**config.mk**
```make
export PLATFORM = sky130hd
export DESIGN_NAME = codec_irq_seq
export DESIGN_NICKNAME = d
export VERILOG_FILES = /design/src/rtl/codec_irq_pkg.sv /design/src/rtl/codec_ramp_seq.sv /design/src/rtl/codec_jack_sync.sv /design/src/rtl/codec_irq_drive.sv /design/src/rtl/codec_irq_seq.sv
export SDC_FILE = /design/constraint.sdc
export NUM_CORES = 1
export LEC_CHECK = 0
export ABC_AREA = 1
export BUFFER_PORTS_ARGS = -buffer_cell sky130_fd_sc_hd__clkbuf_2
export CAP_MARGIN = 20
export CORE_MARGIN = 10
export CORE_UTILIZATION = 30
export CTS_BUF_LIST = sky130_fd_sc_hd__clkbuf_8
export CTS_CLUSTER_DIAMETER = 50
export DETAILED_ROUTE_END_ITERATION = 12
export GPL_TIMING_DRIVEN = 0
export PLACE_DENSITY = 0.44
export SLEW_MARGIN = 20
export SYNTH_ARGS = -nofsm -noshare
export SYNTH_HDL_FRONTEND = slang
export SYNTH_SLANG_ARGS = --single-unit
export TNS_END_PERCENT = 20
```
**constraint.sdc**
```tcl
create_clock -name clk -period 2.1 [get_ports clk]
set_input_delay 0.315 -clock clk [delete_from_list [all_inputs] [get_ports clk]]
set_output_delay 0.315 -clock clk [all_outputs]
set_load 0.01 [all_outputs]
```
**src/rtl/codec_irq_pkg.sv**
```systemverilog
package codec_irq_pkg;
  localparam int NFLAG  = 6;
  localparam int DATA_W = 8;
  localparam int ADDR_W = 2;

  localparam logic [ADDR_W-1:0] A_PWR  = 2'd0;
  localparam logic [ADDR_W-1:0] A_MUTE = 2'd1;
  localparam logic [ADDR_W-1:0] A_FLAG = 2'd2;
  localparam logic [ADDR_W-1:0] A_MASK = 2'd3;

  typedef enum logic [1:0] {
    FORM_LVL_HI = 2'b00,
    FORM_LVL_LO = 2'b01,
    FORM_PLS_HI = 2'b10,
    FORM_PLS_LO = 2'b11
  } irq_form_e;

  // write-one-to-clear with new events taking priority
  function automatic logic [NFLAG-1:0] flag_next(input logic [NFLAG-1:0] cur,
                                                 input logic [NFLAG-1:0] clr,
                                                 input logic [NFLAG-1:0] set);
    return (cur & ~clr) | set;
  endfunction

  function automatic logic any_pending(input logic [NFLAG-1:0] flags,
                                       input logic [NFLAG-1:0] mask);
    return |(flags & ~mask);
  endfunction

  function automatic logic any_fresh(input logic [NFLAG-1:0] flags_old,
                                     input logic [NFLAG-1:0] set,
                                     input logic [NFLAG-1:0] mask);
    return |(set & ~flags_old & ~mask);
  endfunction
endpackage

```
**src/rtl/codec_ramp_seq.sv**
```systemverilog
module codec_ramp_seq #(
  parameter int LEN = 16
) (
  input  logic clk,
  input  logic rst_n,
  input  logic start_up,
  input  logic start_dn,
  input  logic run_ok,
  output logic done_up,
  output logic done_dn
);
  localparam int CW = $clog2(LEN + 1);

  logic          busy_q;
  logic          dir_dn_q;
  logic [CW-1:0] cnt_q;
  logic          start;
  logic          finish;

  assign start  = start_up | start_dn;
  assign finish = busy_q && (cnt_q == '0) && run_ok && !start;

  always_ff @(posedge clk or negedge rst_n) begin
    if (!rst_n) begin
      busy_q   <= 1'b0;
      dir_dn_q <= 1'b0;
      cnt_q    <= '0;
    end else if (!run_ok) begin
      busy_q <= 1'b0;
    end else if (start) begin
      busy_q   <= 1'b1;
      dir_dn_q <= start_dn;
      cnt_q    <= CW'(LEN - 1);
    end else if (busy_q) begin
      if (cnt_q == '0) busy_q <= 1'b0;
      else             cnt_q  <= cnt_q - 1'b1;
    end
  end

  assign done_up = finish && !dir_dn_q;
  assign done_dn = finish &&  dir_dn_q;

  // a (re)start never completes on the following clock
  a_r7_no_early_done: assert property (@(posedge clk) disable iff (!rst_n)
    start |=> !(done_up || done_dn));
endmodule

```
**src/rtl/codec_jack_sync.sv**
```systemverilog
module codec_jack_sync #(
  parameter int STAGES = 2
) (
  input  logic clk,
  input  logic rst_n,
  input  logic jack_async,
  output logic jack_s,
  output logic jack_evt
);
  logic [STAGES-1:0] sh_q;
  logic              last_q;

  always_ff @(posedge clk or negedge rst_n) begin
    if (!rst_n) begin
      sh_q   <= '0;
      last_q <= 1'b0;
    end else begin
      sh_q   <= {sh_q[STAGES-2:0], jack_async};
      last_q <= sh_q[STAGES-1];
    end
  end

  assign jack_s   = sh_q[STAGES-1];
  assign jack_evt = sh_q[STAGES-1] ^ last_q;
endmodule

```
**src/rtl/codec_irq_drive.sv**
```systemverilog
module codec_irq_drive
  import codec_irq_pkg::*;
(
  input  logic             clk,
  input  logic             rst_n,
  input  logic [NFLAG-1:0] flags_q,
  input  logic [NFLAG-1:0] flags_d,
  input  logic [NFLAG-1:0] set_vec,
  input  logic [NFLAG-1:0] mask_q,
  input  logic [NFLAG-1:0] mask_d,
  input  irq_form_e        form_q,
  input  irq_form_e        form_d,
  output logic             irq_o
);
  logic act_q;
  logic act_d;

  always_comb begin
    if (form_d[1]) act_d = any_fresh(flags_q, set_vec, mask_q);
    else           act_d = any_pending(flags_d, mask_d);
  end

  always_ff @(posedge clk or negedge rst_n) begin
    if (!rst_n) act_q <= 1'b0;
    else        act_q <= act_d;
  end

  assign irq_o = form_q[0] ? ~act_q : act_q;

  // level forms track the unmasked pending flags
  a_r11_level_hi: assert property (@(posedge clk) disable iff (!rst_n)
    (form_q == FORM_LVL_HI) |-> (irq_o == any_pending(flags_q, mask_q)));
  a_r11_level_lo: assert property (@(posedge clk) disable iff (!rst_n)
    (form_q == FORM_LVL_LO) |-> (irq_o == !any_pending(flags_q, mask_q)));
endmodule

```
**src/rtl/codec_irq_seq.sv**
```systemverilog
module codec_irq_seq
  import codec_irq_pkg::*;
#(
  parameter int HP_RAMP_LEN   = 16,
  parameter int GAIN_RAMP_LEN = 16,
  parameter int JACK_STAGES   = 2
) (
  input  logic       clk,
  input  logic       rst_n,
  input  logic       wr_en,
  input  logic [1:0] wr_addr,
  input  logic [7:0] wr_data,
  input  logic [1:0] rd_addr,
  output logic [7:0] rd_data,
  input  logic       jack_in,
  input  logic       short_pulse,
  output logic       irq_o
);
  logic [1:0]       pwr_q, mute_q;
  logic [NFLAG-1:0] flags_q, flags_d, flag_set, flag_clr;
  logic [7:0]       mask_q, mask_d;
  logic             pwr_wr, mute_wr, flag_wr, mask_wr;
  logic             hp_up_start, hp_dn_start, dac_up_start, dac_dn_start;
  logic             hp_up_done, hp_dn_done, dac_up_done, dac_dn_done;
  logic             jack_s, jack_evt;

  assign pwr_wr  = wr_en && (wr_addr == A_PWR);
  assign mute_wr = wr_en && (wr_addr == A_MUTE);
  assign flag_wr = wr_en && (wr_addr == A_FLAG);
  assign mask_wr = wr_en && (wr_addr == A_MASK);

  // headphone ramp: up needs power, down starts unconditionally
  assign hp_up_start  = mute_wr && mute_q[0] && !wr_data[0] && !pwr_q[0];
  assign hp_dn_start  = mute_wr && !mute_q[0] && wr_data[0];
  // DAC gain ramp: any change, only while powered
  assign dac_up_start = mute_wr && mute_q[1] && !wr_data[1] && !pwr_q[1];
  assign dac_dn_start = mute_wr && !mute_q[1] && wr_data[1] && !pwr_q[1];

  codec_ramp_seq #(.LEN(HP_RAMP_LEN)) u_hp_ramp (
    .clk(clk), .rst_n(rst_n),
    .start_up(hp_up_start), .start_dn(hp_dn_start), .run_ok(1'b1),
    .done_up(hp_up_done), .done_dn(hp_dn_done));

  codec_ramp_seq #(.LEN(GAIN_RAMP_LEN)) u_gain_ramp (
    .clk(clk), .rst_n(rst_n),
    .start_up(dac_up_start), .start_dn(dac_dn_start), .run_ok(!pwr_q[1]),
    .done_up(dac_up_done), .done_dn(dac_dn_done));

  codec_jack_sync #(.STAGES(JACK_STAGES)) u_jack (
    .clk(clk), .rst_n(rst_n), .jack_async(jack_in),
    .jack_s(jack_s), .jack_evt(jack_evt));

  assign flag_set = {jack_evt, short_pulse, hp_up_done, hp_dn_done,
                     dac_up_done, dac_dn_done};
  assign flag_clr = flag_wr ? wr_data[NFLAG-1:0] : '0;
  assign flags_d  = flag_next(flags_q, flag_clr, flag_set);
  assign mask_d   = mask_wr ? wr_data : mask_q;

  always_ff @(posedge clk or negedge rst_n) begin
    if (!rst_n) begin
      pwr_q   <= 2'b11;
      mute_q  <= 2'b11;
      flags_q <= '0;
      mask_q  <= 8'h3F;
    end else begin
      if (pwr_wr)  pwr_q  <= wr_data[1:0];
      if (mute_wr) mute_q <= wr_data[1:0];
      flags_q <= flags_d;
      mask_q  <= mask_d;
    end
  end

  codec_irq_drive u_drive (
    .clk(clk), .rst_n(rst_n),
    .flags_q(flags_q), .flags_d(flags_d), .set_vec(flag_set),
    .mask_q(mask_q[NFLAG-1:0]), .mask_d(mask_d[NFLAG-1:0]),
    .form_q(irq_form_e'(mask_q[7:6])), .form_d(irq_form_e'(mask_d[7:6])),
    .irq_o(irq_o));

  always_comb begin
    case (rd_addr)
      A_PWR:   rd_data = {6'b0, pwr_q};
      A_MUTE:  rd_data = {6'b0, mute_q};
      A_FLAG:  rd_data = {1'b0, jack_s, flags_q};
      default: rd_data = mask_q;
    endcase
  end

  // a cleared flag with no simultaneous event is gone next cycle
  a_r2_w1c: assert property (@(posedge clk) disable iff (!rst_n)
    (|(flag_clr & ~flag_set & flags_q)) |=>
      ((flags_q & $past(flag_clr & ~flag_set)) == '0));
  // flags only fall through an explicit clear
  a_r2_sticky: assert property (@(posedge clk) disable iff (!rst_n)
    1'b1 |=> (($past(flags_q) & ~$past(flag_clr) & ~flags_q) == '0));
  // an event always lands, even against a clear
  a_r3_set_wins: assert property (@(posedge clk) disable iff (!rst_n)
    (|flag_set) |=> ((flags_q & $past(flag_set)) == $past(flag_set)));
  // a jack edge reaches the flag register
  a_r8_jack_flag: assert property (@(posedge clk) disable iff (!rst_n)
    jack_evt |=> flags_q[5]);
endmodule

```
==> impl_metrics.json <==
{
  "finalPower_mw": 2.197,
  "slew_headroom_pct": 37.78,
  "period_share_pct": 81.89,
  "io_buffers": 24,
  "required_ns": 1.78,
  "drt_iter0_markers": 46,
  "synth.distinct_cells": 27,
  "dpl.hpwl_um": 3585,
  "drv_slew": 0,
  "grt_usage_pct": 9.653,
  "antenna_found_initial": 0,
  "drive_above_1_share_pct": 20.00,
  "synthCells": 243,
  "ys_seq_area_share_pct": 47.53,
  "grt_pass1_wl_um": 7762,
  "power.leakage_nw": 1.127,
  "finalSetupViolCount": 0,
  "place.gp.congestion": 0.7925,
  "dr.pass1.iters": 4,
  "post_drt_wl_per_cell_um": 13.20,
  "clk_latency_ns": 0.29,
  "p_int_mw": 1.414,
  "clock-root-buffer": "clkbuf_8",
  "die_area_mm2": 0.01001,
  "holdWs_ns": 0.1354,
  "ys_warn_count": 0,
  "timing.reg2reg.setup_slack_ns": 0.50,
  "syn-cell-area_mm2": 0.001922,
  "clock_skew_ns": 0.001256,
  "ff2ff_path_depth": 12,
  "post_cts.repair.setup_buffers": 0,
  "finalNetCount": 295,
  "crit_type": "flip-flop to primary output",
  "hold_path.class": "input pin to flip-flop",
  "synth_top_cell_area_share_pct": 33.85,
  "finalCriticalPeriod_ns": 1.720,
  "fill_cells": 691,
  "status": "finished clean",
  "seq_power_share_pct": 46.4,
  "design_area_mm2": 0.002231,
  "worstReg2RegEnd": "u_drive.act_q$_DFF_PN0_",
  "die_w_um": 100.0,
  "drc_errors": 0,
  "synth_nets": 264,
  "vias": 1620,
  "ir_worst_vdd_mv": 0.3413,
  "layout_commonest_cell": "inv_1",
  "most-common-layout-cells": "inv_1, nand2_1, nor2_1, dfrtp_1, clkbuf_2",
  "yosysTopAreaCell": "dfrtp_1",
  "ant_nets": 0,
  "rows": 29,
  "hold_violations": 0,
  "p_per_area_mw_per_mm2": 984.7,
  "syn_to_final_growth_pct": 16.08,
  "crit_end": "rd_data[0]",
  "start_util_pct": 30.62,
  "crit_fanout": 3,
  "fp.dieH_um": 100.0,
  "cp-start-kind": "flip-flop",
  "netSwitchingFraction_pct": 35.61,
  "ys_top_cells_by_area": "dfrtp_1, dfstp_2, inv_1",
  "startpoint": "mute_q[0]$_DFFE_PN1N_",
  "grt_pass1_vias": 1589,
  "ctsResizeCount": 0,
  "cts_tree": "yes",
  "htreeDepth": 2,
  "pwr-share-comb_pct": 30.1,
  "grt_max_degree": 37,
  "finalWirelength_um": 4648,
  "clockPowerShare_pct": 23.4,
  "synth-seq-cells": 36,
  "place_area_mm2": 0.002138,
  "coreArea_mm2": 0.006277,
  "syn_area_per_cell_um2": 7.909,
  "worstHoldStart": "jack_in",
  "boundaryPins": 26,
  "cts_buffers": 5,
  "ff_latch_area_um2": 913.4,
  "fmax_mhz": 581.5,
  "cp_data_arrival_time_ns": 1.40,
  "multi_input_area_um2": 809.5,
  "max_cap_violations": 0,
  "path_clk_slew_ns": 0.07,
  "cts.sinks": 36,
  "vias_per_cell": 4.602,
  "worst_pin_slew_ns": 0.9333,
  "cts_hold_buffers": 0,
  "rsz0062_at_grt": "false",
  "cts_max_path_buffers": 2,
  "grt.overflow.total": 0,
  "end_kind": "primary output",
  "num_antenna_cells": 0,
  "postLayoutCoreUtil_pct": 35.54,
  "p_switching_uw": 782.2,
  "timing.setup.tns_ns": 0,
  "reg2reg_from": "u_hp_ramp.cnt_q[0]$_DFFE_PN0P_"
}
## sequential cells by signal, indices dropped and copies added, names as in the netlist
| signal | flops |
|---|---|
| mute_q | 2 |
| u_gain_ramp.cnt_q | 5 |
| flags_q | 6 |
| u_drive.act_q | 1 |
| u_hp_ramp.dir_dn_q | 1 |
| pwr_q | 2 |
| mask_q | 8 |
| u_hp_ramp.cnt_q | 5 |
| u_gain_ramp.busy_q | 1 |
| u_jack.sh_q | 2 |
| u_jack.last_q | 1 |
| u_hp_ramp.busy_q | 1 |
| u_gain_ramp.dir_dn_q | 1 |
## per-layer routing
| layer | vias up | part of all wire, % | wire (um) | track usage (%) |
|---|---|---|---|---|
| li1 | 839 | - | - | - |
| met2 | 31 | 44 | 2053 | 14.78 |
| met4 | 0 | 1.9 | 88 | 4.022 |
| met3 | 9 | 5.6 | 261 | 3.091 |
| met1 | 741 | 48 | 2244 | 12.23 |
| met5 | - | 0 | 0 | 0 |
## power by group through the flow
stage          combinational (mW)  sequential, mW  clock (mW)
2_1_floorplan               0.497            1.01           0
3_5_place_dp                0.670            1.03           0
5_1_grt                     0.789            1.05       0.566
6_report                    0.662            1.02       0.515
4_1_cts                     0.674            1.02       0.532
3_3_place_gp                0.671            1.03           0
## stage by stage
| step | instances | setup WS (ns) |
|---|---|---|
| 3_3_place_gp | 344 | 0.3915 |
| 5_1_grt | 352 | 0.2457 |
| 3_5_place_dp | 344 | 0.3945 |
| 6_report | 352 | 0.3803 |
| 4_1_cts | 352 | 0.3716 |
| 2_1_floorplan | 243 | 0.7038 |
## kinds of logic (layout without fill, tap and decap cells)
kind of cell,count (synthesis),in the layout,share of synthesized area [%]
mux,2,2,1.172
flops,36,36,47.53
simple gates,105,105,24.74
buf+inv,51,83,10.35
fa+ha+maj,4,4,2.604
compound gates,42,42,12.24
xor+xnor,3,3,1.367
## cell type report
cell class | instances | share of cell area [%]
flip-flops and latches | 36 | 40.94
multi-input cells | 156 | 36.29
inverters | 49 | 8.245
repair buffers | 24 | 5.384
well taps | 77 | 4.319
clock buffers | 6 | 3.702
plain buffers | 2 | 0.6730
clock inverters | 2 | 0.4487
## cells in the mapped netlist
cell type	number
inv_1	48
nand2_1	47
dfrtp_1	26
nor2_1	26
o21ai_0	21
nand3_1	14
dfstp_2	10
nand4_1	10
a21oi_1	7
o21ai_1	5
ha_1	4
nand3_2	4
o22ai_1	3
mux2_2	2
nand2_2	2
o221ai_1	2
xor2_1	2
a31oi_1	1
buf_6	1
clkbuf_1	1
inv_2	1
nor2_4	1
nor3_1	1
o211ai_1	1
o21ai_2	1
o21bai_2	1
xnor2_1	1
## worst max-delay path, stage by stage, from the launching register on
cell and delay [ns]:
dfstp_2 0.53, inv_1 0.07, a21oi_1 0.11, o21ai_0 0.12, o221ai_1 0.11, clkbuf_2 0.18
## worst min-delay path by stage
stage | endpoint | slack, ns | depth (start not counted)
2_1_floorplan | flags_q[0]$_DFF_PN0_ | 0.02 | 0
3_3_place_gp | u_jack.sh_q[1]$_DFF_PN0_ | 0.33 | 0
3_5_place_dp | u_jack.sh_q[1]$_DFF_PN0_ | 0.34 | 0
4_1_cts | u_jack.sh_q[0]$_DFF_PN0_ | 0.13 | 1
5_1_grt | u_jack.sh_q[0]$_DFF_PN0_ | 0.12 | 1
6_report | u_jack.sh_q[0]$_DFF_PN0_ | 0.14 | 1
(Power assumes the default switching activity.)
